## src/rtl/ppJtagPkg.sv

```systemverilog
package ppJtagPkg;

  // Strobes from the control FSM to the shift datapath.
  typedef struct packed {
    logic loadTms;     // capture the port byte as the TMS sequence
    logic loadTdi;     // capture the port byte as the TDI byte
    logic shiftOut;    // advance TMS/TDI to the next bit (tck falling)
    logic captureTdo;  // sample target data into the receive byte (tck rising)
  } pathCtl_t;

  typedef enum logic [1:0] {
    ST_IDLE = 2'd0,
    ST_LOW  = 2'd1,
    ST_HIGH = 2'd2
  } shiftState_t;

  // Bit positions inside the host-visible status byte.
  localparam int STAT_BUSY_BIT    = 0;
  localparam int STAT_DONE_BIT    = 1;
  localparam int STAT_OVERRUN_BIT = 2;

endpackage

```

## src/rtl/ppJtagSync.sv

```systemverilog
module ppJtagSync #(
  parameter int WIDTH  = 1,
  parameter int STAGES = 2,
  parameter logic [WIDTH-1:0] RESET_VAL = '0
) (
  input  logic             clk,
  input  logic             rstN,
  input  logic [WIDTH-1:0] din,
  output logic [WIDTH-1:0] dout
);

  logic [WIDTH-1:0] stage [STAGES];

  always_ff @(posedge clk or negedge rstN) begin
    if (!rstN) begin
      for (int i = 0; i < STAGES; i++) stage[i] <= RESET_VAL;
    end else begin
      stage[0] <= din;
      for (int i = 1; i < STAGES; i++) stage[i] <= stage[i-1];
    end
  end

  assign dout = stage[STAGES-1];

endmodule

```

## src/rtl/ppJtagCtrl.sv

```systemverilog
module ppJtagCtrl
  import ppJtagPkg::*;
#(
  parameter int HALF_DIV    = 4,
  parameter int BITS        = 8,
  parameter int SYNC_STAGES = 2
) (
  input  logic     clk,
  input  logic     rstN,
  input  logic     dataStbN,
  input  logic     addrStbN,
  input  logic     writeN,
  output pathCtl_t ctl,
  output logic     tck,
  output logic     busy,
  output logic     done,
  output logic     overrun,
  output logic     readActive,
  output logic     statusSel
);

  localparam int PH_W = $clog2(HALF_DIV) + 1;
  localparam int BC_W = $clog2(BITS) + 1;
  localparam logic [PH_W-1:0] PH_LAST  = PH_W'(HALF_DIV - 1);
  localparam logic [BC_W-1:0] BIT_LAST = BC_W'(BITS - 1);

  logic [2:0] syncCtl;
  logic sWriteN, sAddrN, sDataN;
  logic pAddrN, pDataN;
  logic dataRise, addrRise;
  logic dataWr, addrWr, dataRd, addrRd;
  logic lastPhase, lastBit;

  shiftState_t     state;
  logic [PH_W-1:0] phaseCnt;
  logic [BC_W-1:0] bitCnt;

  ppJtagSync #(.WIDTH(3), .STAGES(SYNC_STAGES), .RESET_VAL(3'b111)) ctlSync (
    .clk (clk),
    .rstN(rstN),
    .din ({writeN, addrStbN, dataStbN}),
    .dout(syncCtl)
  );

  assign {sWriteN, sAddrN, sDataN} = syncCtl;

  always_ff @(posedge clk or negedge rstN) begin
    if (!rstN) begin
      pAddrN <= 1'b1;
      pDataN <= 1'b1;
    end else begin
      pAddrN <= sAddrN;
      pDataN <= sDataN;
    end
  end

  // A host cycle completes when its strobe is released.
  assign dataRise = sDataN & ~pDataN;
  assign addrRise = sAddrN & ~pAddrN;
  assign dataWr   = dataRise & ~sWriteN;
  assign addrWr   = addrRise & ~sWriteN;
  assign dataRd   = dataRise &  sWriteN;
  assign addrRd   = addrRise &  sWriteN;

  assign readActive = sWriteN & (~sDataN | ~sAddrN);
  assign statusSel  = ~sAddrN;

  assign lastPhase = (phaseCnt == PH_LAST);
  assign lastBit   = (bitCnt == BIT_LAST);

  always_comb begin
    ctl            = '0;
    ctl.loadTms    = addrWr & ~busy;
    ctl.loadTdi    = dataWr & ~busy;
    ctl.captureTdo = (state == ST_LOW)  && lastPhase;
    ctl.shiftOut   = (state == ST_HIGH) && lastPhase;
  end

  // Burst sequencer: low half, rising edge, high half, falling edge.
  always_ff @(posedge clk or negedge rstN) begin
    if (!rstN) begin
      state    <= ST_IDLE;
      phaseCnt <= '0;
      bitCnt   <= '0;
      tck      <= 1'b0;
      busy     <= 1'b0;
      done     <= 1'b0;
    end else begin
      unique case (state)
        ST_IDLE: begin
          tck <= 1'b0;
          if (ctl.loadTdi) begin
            state    <= ST_LOW;
            phaseCnt <= '0;
            bitCnt   <= '0;
            busy     <= 1'b1;
            done     <= 1'b0;
          end else if (dataRd) begin
            done <= 1'b0;
          end
        end
        ST_LOW: begin
          if (lastPhase) begin
            tck      <= 1'b1;
            phaseCnt <= '0;
            state    <= ST_HIGH;
          end else begin
            phaseCnt <= phaseCnt + 1'b1;
          end
        end
        ST_HIGH: begin
          if (lastPhase) begin
            tck      <= 1'b0;
            phaseCnt <= '0;
            if (lastBit) begin
              state <= ST_IDLE;
              busy  <= 1'b0;
              done  <= 1'b1;
            end else begin
              bitCnt <= bitCnt + 1'b1;
              state  <= ST_LOW;
            end
          end else begin
            phaseCnt <= phaseCnt + 1'b1;
          end
        end
        default: begin
          state <= ST_IDLE;
          tck   <= 1'b0;
          busy  <= 1'b0;
        end
      endcase
    end
  end

  // Sticky overrun: set by a write during a burst, cleared by a status read.
  always_ff @(posedge clk or negedge rstN) begin
    if (!rstN) begin
      overrun <= 1'b0;
    end else if ((dataWr | addrWr) & busy) begin
      overrun <= 1'b1;
    end else if (addrRd) begin
      overrun <= 1'b0;
    end
  end

endmodule

```

## src/rtl/ppJtagPath.sv

```systemverilog
module ppJtagPath
  import ppJtagPkg::*;
#(
  parameter int   BITS        = 8,
  parameter int   SYNC_STAGES = 2,
  parameter logic TMS_IDLE    = 1'b1
) (
  input  logic            clk,
  input  logic            rstN,
  input  pathCtl_t        ctl,
  input  logic [BITS-1:0] hostDataIn,
  input  logic            busy,
  input  logic            tdoIn,
  input  logic            statusSel,
  input  logic [BITS-1:0] statusWord,
  output logic [BITS-1:0] hostDataOut,
  output logic            tms,
  output logic            tdi
);

  logic [BITS-1:0] busSync;
  logic [BITS-1:0] tmsShift, tdiShift, rxShift;

  // The bus goes through the same number of stages as the strobes.
  ppJtagSync #(.WIDTH(BITS), .STAGES(SYNC_STAGES), .RESET_VAL('0)) busSyncInst (
    .clk (clk),
    .rstN(rstN),
    .din (hostDataIn),
    .dout(busSync)
  );

  always_ff @(posedge clk or negedge rstN) begin
    if (!rstN) begin
      tmsShift <= '0;
      tdiShift <= '0;
    end else begin
      if (ctl.loadTms)       tmsShift <= busSync;
      else if (ctl.shiftOut) tmsShift <= {1'b0, tmsShift[BITS-1:1]};
      if (ctl.loadTdi)       tdiShift <= busSync;
      else if (ctl.shiftOut) tdiShift <= {1'b0, tdiShift[BITS-1:1]};
    end
  end

  always_ff @(posedge clk or negedge rstN) begin
    if (!rstN)               rxShift <= '0;
    else if (ctl.captureTdo) rxShift <= {tdoIn, rxShift[BITS-1:1]};
  end

  assign tms         = busy ? tmsShift[0] : TMS_IDLE;
  assign tdi         = busy ? tdiShift[0] : 1'b0;
  assign hostDataOut = statusSel ? statusWord : rxShift;

endmodule

```

## src/rtl/ppJtagEngine.sv

```systemverilog
module ppJtagEngine
  import ppJtagPkg::*;
#(
  parameter int   HALF_DIV    = 4,
  parameter int   BITS        = 8,
  parameter int   SYNC_STAGES = 2,
  parameter logic TMS_IDLE    = 1'b1
) (
  input  logic            clk,
  input  logic            rstN,
  input  logic [BITS-1:0] hostDataIn,
  input  logic            dataStbN,
  input  logic            addrStbN,
  input  logic            writeN,
  output logic [BITS-1:0] hostDataOut,
  output logic            hostDataOe,
  output logic            tck,
  output logic            tms,
  output logic            tdi,
  input  logic            tdoIn,
  output logic            busy,
  output logic            done,
  output logic            overrun
);

  pathCtl_t        ctl;
  logic            statusSel;
  logic [BITS-1:0] statusWord;

  ppJtagCtrl #(.HALF_DIV(HALF_DIV), .BITS(BITS), .SYNC_STAGES(SYNC_STAGES)) ctrl (
    .clk       (clk),
    .rstN      (rstN),
    .dataStbN  (dataStbN),
    .addrStbN  (addrStbN),
    .writeN    (writeN),
    .ctl       (ctl),
    .tck       (tck),
    .busy      (busy),
    .done      (done),
    .overrun   (overrun),
    .readActive(hostDataOe),
    .statusSel (statusSel)
  );

  always_comb begin
    statusWord                   = '0;
    statusWord[STAT_BUSY_BIT]    = busy;
    statusWord[STAT_DONE_BIT]    = done;
    statusWord[STAT_OVERRUN_BIT] = overrun;
  end

  ppJtagPath #(.BITS(BITS), .SYNC_STAGES(SYNC_STAGES), .TMS_IDLE(TMS_IDLE)) path (
    .clk        (clk),
    .rstN       (rstN),
    .ctl        (ctl),
    .hostDataIn (hostDataIn),
    .busy       (busy),
    .tdoIn      (tdoIn),
    .statusSel  (statusSel),
    .statusWord (statusWord),
    .hostDataOut(hostDataOut),
    .tms        (tms),
    .tdi        (tdi)
  );

endmodule

```

## config.mk

```make
export PLATFORM = sky130hd
export DESIGN_NAME = ppJtagEngine
export DESIGN_NICKNAME = d
export VERILOG_FILES = /design/src/rtl/ppJtagPkg.sv /design/src/rtl/ppJtagSync.sv /design/src/rtl/ppJtagCtrl.sv /design/src/rtl/ppJtagPath.sv /design/src/rtl/ppJtagEngine.sv
export SDC_FILE = /design/constraint.sdc
export NUM_CORES = 1
export LEC_CHECK = 0
export ABC_AREA = 1
export CORE_MARGIN = 5
export CORE_UTILIZATION = 45
export CTS_CLUSTER_DIAMETER = 200
export CTS_CLUSTER_SIZE = 10
export DETAILED_ROUTE_END_ITERATION = 12
export DONT_BUFFER_PORTS = 1
export MAX_ROUTING_LAYER = met4
export PLACE_DENSITY_LB_ADDON = 0.1
export SYNTH_ARGS = -nofsm -noshare
export SYNTH_HDL_FRONTEND = slang
export SYNTH_SLANG_ARGS = --single-unit
```

## constraint.sdc

```tcl
create_clock -name clk -period 3.85 [get_ports clk]
set_input_delay 0.77 -clock clk [delete_from_list [all_inputs] [get_ports clk]]
set_output_delay 0.77 -clock clk [all_outputs]
set_load 0.02 [all_outputs]
```

==> metrics.yaml, run 1 <==
floorplanning:
  die_y_um: 86.3
  fp.dieW_um: 86.3
  core_um2: 5570
  num_rows: 27
  dieArea_um2: 7450
  start_util_pct: 47.0
  io_pins: 29
critical_path:
  slowest_delay_ns: 0.60
  critPathSlowestCell: "dfrtp_1"
  worstPathRequired_ns: 3.08
  criticalPathCategory: "flop to output pin"
  cp_max_fo: 7
  arrival_ns: 1.72
  startpoint_type: "flop"
  worst-r2r-cell-count: 6
  path_cells: "inv_1, o21ai_0"
  endpoint_kind: "output pin"
final_layout:
  fill_cells: 545
  syn2layout_area_growth_pct: 10.2
  drive_gt1_share_pct: 12.9
  final_net_count: 310
  design_area_um2: 2890
  stdcell_count: 367
  multi_input_area_um2: 933
  num_antenna_cells: 0
  register_area_um2: 1540
power_and_ir_drop:
  powerDensity_nw_per_um2: 721
  cellLeakagePower_nw: 1.49
  ir_drop_mv: 0.344
  finalPower_mw: 2.08
clock_network:
  clock-sinks: 61
  cts_resized: 0
  clk_pin_slew_worst_paths_ns: 0.07
  cts_hold_buf: 0
  root_buffer: "clkbuf_8"
  clock_latency_ns: 0.33
  h-tree-depth: 3
  cts_tree: "built"
  cts_buffers: 9
  cts_buffer_depth: 2
  cts_setup_buffers: 0
detailed_routing:
  wl_per_cell_um: 12.9
  drt_drc_violations_left: 0
  firstDrtPassIters: 4
  ant_nets: 0
  vias: 1797
  wirelength_mm: 4.74
  drt_iter0_markers: 108
  viasPerCell: 4.90
grt:
  grt_pass1_wl_mm: 8.18
  grt.met3_usage_pct: 4.94
  grt.met2_usage_pct: 18.1
  grt-ovfl-total: 0
  grt-busiest-layer: "met1"
  grt_antenna_before_repair: 0
  grt_pass1_vias: 1680
  gr-usage-met1_pct: 21.5
  grt_max_degree: 62
  gr-usage-all-layers_pct: 14.7
run:
  maxCapViolations: 0
placed_design:
  hpwlAfterDp_mm: 3.23
  portBuffers: 0
  dp_cells: 351
  place.gp.congestion: 0.848
  place_area_um2: 2660
yosys:
  syn_inst: 284
  avgSynthCellArea_um2: 9.23
  ys_ff_latch: 61
  ys_types: 27
  synthesis.nets: 304
  yosys_warnings: 0
  yosysSeqAreaShare_pct: 58.6
  syn_area_um2: 2620
timing:
  finalHoldViolCount: 0
  whs_ns: 0.125
  fmax_mhz: 401
  skew_ns: 0.00615
  setup_viol: 0
  period_needed_ns: 2.49
  post-route-period-util_pct: 64.7
  slew_headroom_pct: 53.0
  tightest_slew_ns: 0.697
  tns_ns: 0
  rsz0062_at_grt: "false"
  drv_slew: 0
outcome:
  status: "finished, final reports clean"
worst_hold_path:
  worstHoldPathType: "input port to async pin"
==> kinds of logic (layout without fill, tap and decap cells) <==
family / Yosys count / count (layout) / synth area share (%)
AOI/OAI and AO/OA: 22 / 22 / 4.39
adders and majority gates: 6 / 6 / 2.87
DFF: 61 / 61 / 58.6
xor gates and xnor gates: 1 / 1 / 0.334
and+or+nand+nor: 162 / 162 / 28.0
buffers and inverters: 32 / 43 / 5.73
==> cells in the final DEF (no fill, tap or decap) <==
master and count:
o21ai_1 4, nor2_1 9, inv_6 1, clkinv_4 3
nand4_1 1, ha_1 6, dfrtp_1 53, nor2_8 1
clkbuf_8 9, nor3_1 2, nand3_4 1, inv_4 1
nand2_1 99, xnor2_1 1, nor2_2 3, bufinv_16 2
dfstp_2 8, inv_2 2, inv_1 24, o211ai_1 1
nor2_4 2, nand3_1 38, nand2_2 4, a21oi_1 4
nand3b_1 1, clkbuf_1 1, o21ai_0 12, o31ai_1 1
nand2_4 1
==> registers in the layout, summed over array words and instances (netlist names), 3 cells and up <==
register	cells
path.busSyncInst.stage	8
ctrl.bitCnt	4
ctrl.ctlSync.stage	3
path.tmsShift	8
path.rxShift	8
path.busSyncInst.dout	8
ctrl.phaseCnt	3
ctrl.ctlSync.dout	3
path.tdiShift	8
==> power by group <==
| part | leakage [nW] | internal (mW) | switching, mW | total (mW) |
|---|---|---|---|---|
| clock | 0.111 | 0.370 | 0.261 | 0.631 |
| combinational | 0.628 | 0.170 | 0.346 | 0.516 |
| sequential | 0.747 | 0.803 | 0.132 | 0.935 |
| total | 1.49 | 1.34 | 0.739 | 2.08 |
==> layout make-up <==
cell class / count / share of cell area [%]
tap: 72 / 3.12
multi-input combinational: 191 / 32.3
inverter: 27 / 3.60
sequential: 61 / 53.2
clock buffer: 10 / 4.42
clock inverter: 6 / 3.29
==> synth_stat cells, drive strengths merged <==
cell      n  area, um2
nand2   104        408
buf       5       46.3
nand3    39        208
o211ai    1       7.51
nand3b    1       7.51
inv      27        104
o21ai    16       80.1
nor2     15       95.1
a21oi     4       20.0
dfrtp    53       1330
nor3      2       10.0
nand4     1       6.26
dfstp     8        210
ha        6       75.1
o31ai     1       7.51
xnor2     1       8.76
==> final timing paths <==
| path | from | slack, ns | end |
|---|---|---|---|
| max | ctrl.busy | 1.36 | hostDataOut[0] |
| min | rstN | 0.13 | path.tmsShift[4] |
| max reg2reg | ctrl.phaseCnt[0] | 2.00 | path.rxShift[0] |
| min reg2reg | path.busSyncInst.stage[8] | 0.35 | path.busSyncInst.dout[0] |
| max in group asynchronous | rstN | 3.53 | ctrl.ctlSync.dout[1] |
| min in group clk | path.busSyncInst.stage[8] | 0.35 | path.busSyncInst.dout[0] |
==> metrics by stage <==
stage	setup WS (ns)	util [%]
finish	1.36	51.8
global route	1.18	51.8
CTS	1.32	51.8
detailed placement	1.69	47.8
global placement	1.71	47.8
floorplan	1.88	-
==> per-layer routing <==
metal / wire [um] / up-vias
met5: 0 / -
met4: 44 / 0
met3: 266 / 4
met2: 1950 / 47
met1: 2470 / 825
li1: - / 921
==> critical path, delay by kind of cell (launching register included) <==
| kind | cells | cell delay, ns |
|---|---|---|
| buffers and inverters | 1 | 0.20 |
| DFF | 1 | 0.60 |
| AOI/OAI and AO/OA | 1 | 0.60 |
Power figures use the tool's default switching activity.
==> run 2, diff against run 1 <==
- ABC_AREA: 1 -> 0
- clock period: 3.85 -> 2.01 ns (I/O delays scaled with it)
==> run 2 against run 1 <==
Register-to-register slack lost 1.8 ns. Wire length is 1.2% higher. Flip-flop and latch count did not move. Hold slack lost 0.063 ns. Synthesized cell count is 24% lower. Clock power up 98%. Non-clock buffer count rose by 9.
==> metrics.yaml, run 2 <==
power_and_ir_drop:
  pwr-share-comb_pct: 20.2  # -4.6 points
  cellLeakagePower_nw: 1.38  # -7.4%
  ir_drop_mv: 0.599  # +74%
  internal-power_mw: 2.50  # +86%
  powerDensity_nw_per_um2: 1230  # +71%
  p_sw_mw: 1.09  # +47%
  p_clk_share_pct: 34.7  # +4.4 points
  seqPwrFrac_pct: 45.0  # about the same
  p_sw_share_pct: 30.3  # -5.1 points
floorplanning:
  dieArea_um2: 7280  # -2.3%
  start_util_pct: 46.4  # -0.65 points
  fp.dieW_um: 85.3  # -1.1%
  io_pins: 29  # unchanged
  num_rows: 27  # unchanged
  core_um2: 5510  # -1.2%
  die_y_um: 85.3  # -1.1%
critical_path:
  critPathSlowestCell: "dfstp_2"
  r2r_start: "ctrl.phaseCnt[0]"
  slowest_delay_ns: 0.64  # +0.04 ns
  cp_top_family: "flip-flops"
  cp_max_fo: 11  # +4
  criticalPathCategory: "flop to output pin"
  endpoint_kind: "output pin"
  startpoint_type: "flop"
  crit_buf_inv: 0  # -1
  path_cells: "mux2_2"
  worstReg2RegEnd: "path.tdiShift[5]"
  worstPathRequired_ns: 1.61  # -1.47 ns
  r2r_slack_ns: 0.22  # -1.78 ns
  worst-r2r-cell-count: 6  # unchanged
  arrival_ns: 1.40  # -0.32 ns
clock_network:
  root_buffer: "clkbuf_8"
  cts_buffers: 9  # unchanged
  clk_pin_slew_worst_paths_ns: 0.06  # about the same
  cts_buffer_depth: 2  # unchanged
  clock_latency_ns: 0.34  # about the same
  cts_setup_buffers: 0  # unchanged
  clock-sinks: 61  # unchanged
  cts_tree: "built"
  h-tree-depth: 3  # unchanged
yosys:
  synthesis.nets: 235  # -23%
  yosys.area.top_type_share_pct: 52.0  # +1.3 points
  ys_types: 37  # +37%
  synth.area.top_cells: "dfrtp_1 52%, dfstp_2 8.2%, mux2i_1 5.9%, mux2_2 4.9%, nand2_1 3.8%"
  ys.flop_type: "dfrtp_1"
  avgSynthCellArea_um2: 11.9  # +29%
  yosys.area.top_type: "dfrtp_1"
  syn_area_um2: 2550  # -2.6%
  async_reset_ff_share_pct: 100  # unchanged
  yosys_warnings: 0  # unchanged
  syn_inst: 215  # -24%
  synth_commonest_cells: "53 x dfrtp_1, 26 x nand2_1, 15 x mux2i_1"
  yosysSeqAreaShare_pct: 60.2  # +1.6 points
  synth_most_common_cell: "dfrtp_1"
  synth_edf_count: 0  # unchanged
  ys_ff_latch: 61  # unchanged
timing:
  fmax_mhz: 556
  finalHoldViolCount: 0  # unchanged
  slew_headroom_pct: 64.8  # +12 points
  tightest_slew_ns: 0.525  # -0.172 ns
  period_needed_ns: 1.80
  skew_ns: 0.00632  # +0.000170 ns
  rsz0062_at_grt: "false"
  post-route-period-util_pct: 89.5
  fin_ws_ns: 0.211  # -1.15 ns
  drv_slew: 0  # unchanged
  tns_ns: 0  # unchanged
  whs_ns: 0.0624  # -0.0630 ns
  setup_viol: 0  # unchanged
grt:
  grt-ovfl-total: 0  # unchanged
  gr-usage-all-layers_pct: 15.2  # +0.48 points
  grt_max_degree: 62  # unchanged
  grt_pass1_wl_mm: 8.40  # +2.6%
  grt_antenna_before_repair: 0  # unchanged
  grt_pass1_vias: 1761  # +4.8%
final_layout:
  fin_util_pct: 53.0  # +1.2 points
  layout_commonest_cell: "dfrtp_1"
  multi_input_area_um2: 945  # +1.2%
  syn2layout_area_growth_pct: 14.3
  fill_cells: 476  # -13%
  design_area_um2: 2920  # +1.0%
  final_net_count: 247  # -20%
  final_cell_mix: "53 x dfrtp_1, 26 x nand2_1, 15 x mux2i_1"
  drive_gt1_share_pct: 20.7  # +7.8 points
  register_area_um2: 1540  # unchanged
  num_antenna_cells: 0  # unchanged
detailed_routing:
  wl_per_cell_um: 15.8  # +22%
  viasPerCell: 5.46  # +11%
  drt_iter0_markers: 82  # -24%
  firstDrtPassIters: 4  # unchanged
  met2_length_mm: 2.24  # +15%
  vias: 1659  # -7.7%
  ant_nets: 0  # unchanged
  drt_drc_violations_left: 0  # unchanged
  top_layer: "met4"
  wirelength_mm: 4.79  # +1.2%
  wl_met3_um: 161  # -39%
  wl_met1_mm: 2.27  # -8.3%
worst_hold_path:
  holdPathStages: 0
  worstHoldPathType: "input port to flop"
  worstHoldStart: "writeN"
  holdPathEnd: "ctrl.ctlSync.stage[5]"
placed_design:
  place.gp.congestion: 0.831  # -2.0%
  place_area_um2: 2650  # -0.66%
  hpwlAfterDp_mm: 3.22  # -0.27%
  portBuffers: 0  # unchanged
  place_ws_ns: 0.241  # -1.45 ns
outcome:
  status: "finished, final reports clean"
run:
  maxCapViolations: 0  # unchanged
## run 2: changes by cell type in the layout (fill, tap and decap cells not counted), moves of 5 or more
cell | previous run | this run
a21oi_1 | 4 | 11
mux2i_1 | 0 | 15
inv_1 | 24 | 6
and2_1 | 0 | 6
nand3_1 | 38 | 2
nand2b_1 | 0 | 5
o21ai_1 | 4 | 10
mux2_2 | 0 | 11
buf_4 | 0 | 7
nand2_1 | 99 | 26
## run 2: cell families after synthesis
group	count (synthesis)	synth area share, %
multiplexers	26	10.7
AND/OR/NAND/NOR	61	12.3
buffers and inverters	14	2.79
flip-flops	61	60.2
adder cells (fa/ha/maj)	6	2.94
AO/OA/AOI/OAI	47	11.1
## run 2: area by class of cell
type | instances | area share [%]
clock buffers | 11 | 5.19
clock inverters | 5 | 2.79
inverters | 6 | 0.772
multi-input cells | 140 | 32.4
flip-flops and latches | 61 | 52.7
well taps | 72 | 3.09
repair buffers | 9 | 3.09
## run 2: worst max-delay path by stage
stage	start	endpoint	slack, ns	cells past startpoint
6_report	ctrl.ctlSync.dout[1]	hostDataOut[0]	0.21	1
4_1_cts	ctrl.ctlSync.dout[1]	hostDataOut[0]	0.19	1
3_5_place_dp	ctrl.phaseCnt[0]	path.tdiShift[5]	0.24	6
5_1_grt	ctrl.state[0]	path.tmsShift[4]	0.05	5
3_3_place_gp	ctrl.phaseCnt[0]	path.tmsShift[2]	0.30	6
2_1_floorplan	ctrl.state[0]	path.tmsShift[6]	0.44	7
## run 2: repair_timing
action / 4_1_cts / 5_1_grt
hold buffers: 2 / 0
hold endpoints to repair: 61 / 0
resized for setup: 0 / 0
## run 2: per-stage QoR
stage,power (mW),instances
5_1_grt,3.81,304
3_3_place_gp,2.28,286
3_5_place_dp,2.33,286
4_1_cts,3.62,304
2_1_floorplan,2.12,215
6_report,3.59,304
## run 2: layer usage
metal  vias up  global-route usage (%)
li1        773                       -
met1       817                    19.4
met2        54                    21.7
met3        15                    3.69
met4         0                    9.50
met5         -                       -
## run 2: power by group through the flow
stage	Sequential (mW)	Clock, mW	Combinational [mW]
after floorplan	1.61	0	0.513
after global placement	1.62	0	0.658
after detailed placement	1.64	0	0.696
after CTS	1.62	1.28	0.733
after global routing	1.65	1.34	0.824
final	1.62	1.25	0.726
==> run 3, diff against run 2 <==
- RECOVER_POWER: not set -> 50
==> run 3 against run 2 <==
Critical path depth unchanged. Non-clock buffer count unchanged. Worst setup slack worse by 0.095 ns. Global-route usage unchanged. Flip-flop and latch count unchanged. Clock skew about the same. Clock power about the same. Register-to-register slack about the same. Largest cell class unchanged. Highest routed layer unchanged.
==> metrics.yaml, run 3 (same netlist as run 2, synthesis figures left out) <==
outcome:
  status: "finished, final reports clean"
critical_path:
  worst-r2r-cell-count: 6  # unchanged
  path_cells: "mux2_2"
  cp.depth: 1  # unchanged
  slowest_delay_ns: 0.71  # +0.07 ns
  r2r_slack_ns: 0.23  # about the same
  startpoint_type: "flop"
  criticalPathCategory: "flop to output pin"
  crit_buf_inv: 0  # unchanged
  crit_end: "hostDataOut[0]"
  worstReg2RegEnd: "path.tdiShift[5]"
  cp_top_family: "flip-flops"
  arrival_ns: 1.49  # +0.09 ns
  cp_max_fo: 11  # unchanged
  cp-startpoint: "ctrl.ctlSync.dout[1]"
  endpoint_kind: "output pin"
  worstPathRequired_ns: 1.61  # about the same
  critPathSlowestCell: "dfstp_1"
  r2r_start: "ctrl.phaseCnt[0]"
detailed_routing:
  firstDrtPassIters: 4  # unchanged
  ant_nets: 0  # unchanged
  wl_per_cell_um: 15.7  # -0.65%
  viasPerCell: 5.36  # -1.8%
  drt_drc_violations_left: 0  # unchanged
  drt_iter0_markers: 92  # +12%
  wirelength_mm: 4.76  # -0.65%
  vias: 1629  # -1.8%
power_and_ir_drop:
  ir_drop_mv: 0.598  # about the same
  powerDensity_nw_per_um2: 1240  # +0.44%
  internal-power_mw: 2.50  # -0.22%
  p_sw_share_pct: 30.3  # about the same
  cellLeakagePower_nw: 1.37  # -0.67%
  finalPower_mw: 3.58  # -0.25%
  p_sw_mw: 1.09  # -0.31%
  seqPwrFrac_pct: 45.0  # about the same
  pwr-share-comb_pct: 20.1  # about the same
  p_clk_share_pct: 34.9  # +0.2 points
timing:
  post-route-period-util_pct: 94.3  # +4.7 points
  period_needed_ns: 1.89  # +0.0953 ns
  slew_headroom_pct: 46.4  # -18 points
  fmax_mhz: 528  # -5.0%
  rsz0062_at_grt: "false"
  tightest_slew_ns: 0.804  # +0.278 ns
  tns_ns: 0  # unchanged
  skew_ns: 0.00628  # -0.0000389 ns
  finalHoldViolCount: 0  # unchanged
  drv_slew: 0  # unchanged
  setup_viol: 0  # unchanged
floorplanning:
  dieArea_um2: 7280  # unchanged
  io_pins: 29  # unchanged
  fp.dieW_um: 85.3  # unchanged
  num_rows: 27  # unchanged
  core_um2: 5510  # unchanged
  start_util_pct: 46.4  # unchanged
  die_y_um: 85.3  # unchanged
grt:
  gr-usage-met1_pct: 19.4  # unchanged
  grt_pass1_wl_mm: 8.40  # unchanged
  grt_max_degree: 62  # unchanged
  grt_antenna_before_repair: 0  # unchanged
  grt_pass1_vias: 1761  # unchanged
  grt-ovfl-total: 0  # unchanged
  grt-busiest-layer: "met2"
  grt.met2_usage_pct: 21.7  # unchanged
  gr-usage-all-layers_pct: 15.2  # unchanged
  grt.met3_usage_pct: 3.69  # unchanged
clock_network:
  cts_buffer_depth: 2  # unchanged
  cts_buffers: 9  # unchanged
  h-tree-depth: 3  # unchanged
  cts_resized: 0  # unchanged
  clock_latency_ns: 0.34  # about the same
  clk_pin_slew_worst_paths_ns: 0.06  # about the same
  cts_tree: "built"
  root_buffer: "clkbuf_8"
  clock-sinks: 61  # unchanged
final_layout:
  final_cell_mix: "53 x dfrtp_1, 26 x nand2_1, 15 x mux2i_1"
  syn2layout_area_growth_pct: 13.5
  layout_commonest_cell: "dfrtp_1"
  design_area_um2: 2900  # -0.69%
  final_net_count: 247  # unchanged
  drive_gt1_share_pct: 19.8  # -0.86 points
  num_antenna_cells: 0  # unchanged
placed_design:
  place_area_um2: 2650  # unchanged
  place.gp.congestion: 0.831  # unchanged
  portBuffers: 0  # unchanged
  hpwlAfterDp_mm: 3.22  # unchanged
worst_hold_path:
  worstHoldPathType: "input port to flop"
run:
  maxCapViolations: 0  # unchanged
==> run 3: cell count changes in the layout (fill, tap and decap cells not counted), sizes merged <==
cell / before / now
buf: 8 / 7
clkbuf: 11 / 12
==> run 3: how the worst min path moves through the flow <==
stage / startpoint / depth (start not counted) / endpoint / slack (ns)
finish: writeN / 0 / ctrl.ctlSync.stage[5] / 0.06
global route: addrStbN / 0 / ctrl.ctlSync.stage[4] / 0.04
CTS: writeN / 0 / ctrl.ctlSync.stage[5] / 0.05
detailed placement: rstN / 0 / path.tmsShift[5] / 0.11
global placement: rstN / 0 / path.tmsShift[6] / 0.11
floorplan: rstN / 0 / ctrl.bitCnt[0] / 0.11
==> run 3: area by class of cell <==
| type | instances | area [um2] |
|---|---|---|
| timing repair buffer | 9 | 70.1 |
| inverter | 6 | 22.5 |
| multi-input combinational | 140 | 945 |
| fill | 478 | 2610 |
| clock inverter | 5 | 81.3 |
| sequential | 61 | 1540 |
| clock buffer | 11 | 151 |
| tap | 72 | 90.1 |
==> run 3: stage by stage <==
step	instances	utilization (%)	hold WS, ns	setup WS (ns)
3_5_place_dp	286	48.1	0.109	0.241
2_1_floorplan	215	-	0.106	0.442
3_3_place_gp	286	48.1	0.109	0.304
6_report	304	52.6	0.0624	0.115
5_1_grt	304	52.6	0.0405	0.0452
4_1_cts	304	53.0	0.0458	0.187
==> run 3: repair_timing <==
item,CTS,global route
endpoints found under the hold margin,61,0
hold buffers,2,0
setup buffers,0,0
==> run 3: metal layers <==
metal / up-vias / routed length, um
met4: 0 / 124
li1: 771 / -
met2: 45 / 2220
met5: - / 0
met1: 801 / 2230
met3: 12 / 177
==> run 3: power groups by stage <==
stage	Combinational [mW]	Clock, mW	Sequential [mW]
after global routing	0.819	1.34	1.65
after global placement	0.658	0	1.62
final	0.719	1.25	1.61
after floorplan	0.513	0	1.61
after CTS	0.733	1.28	1.62
after detailed placement	0.696	0	1.64
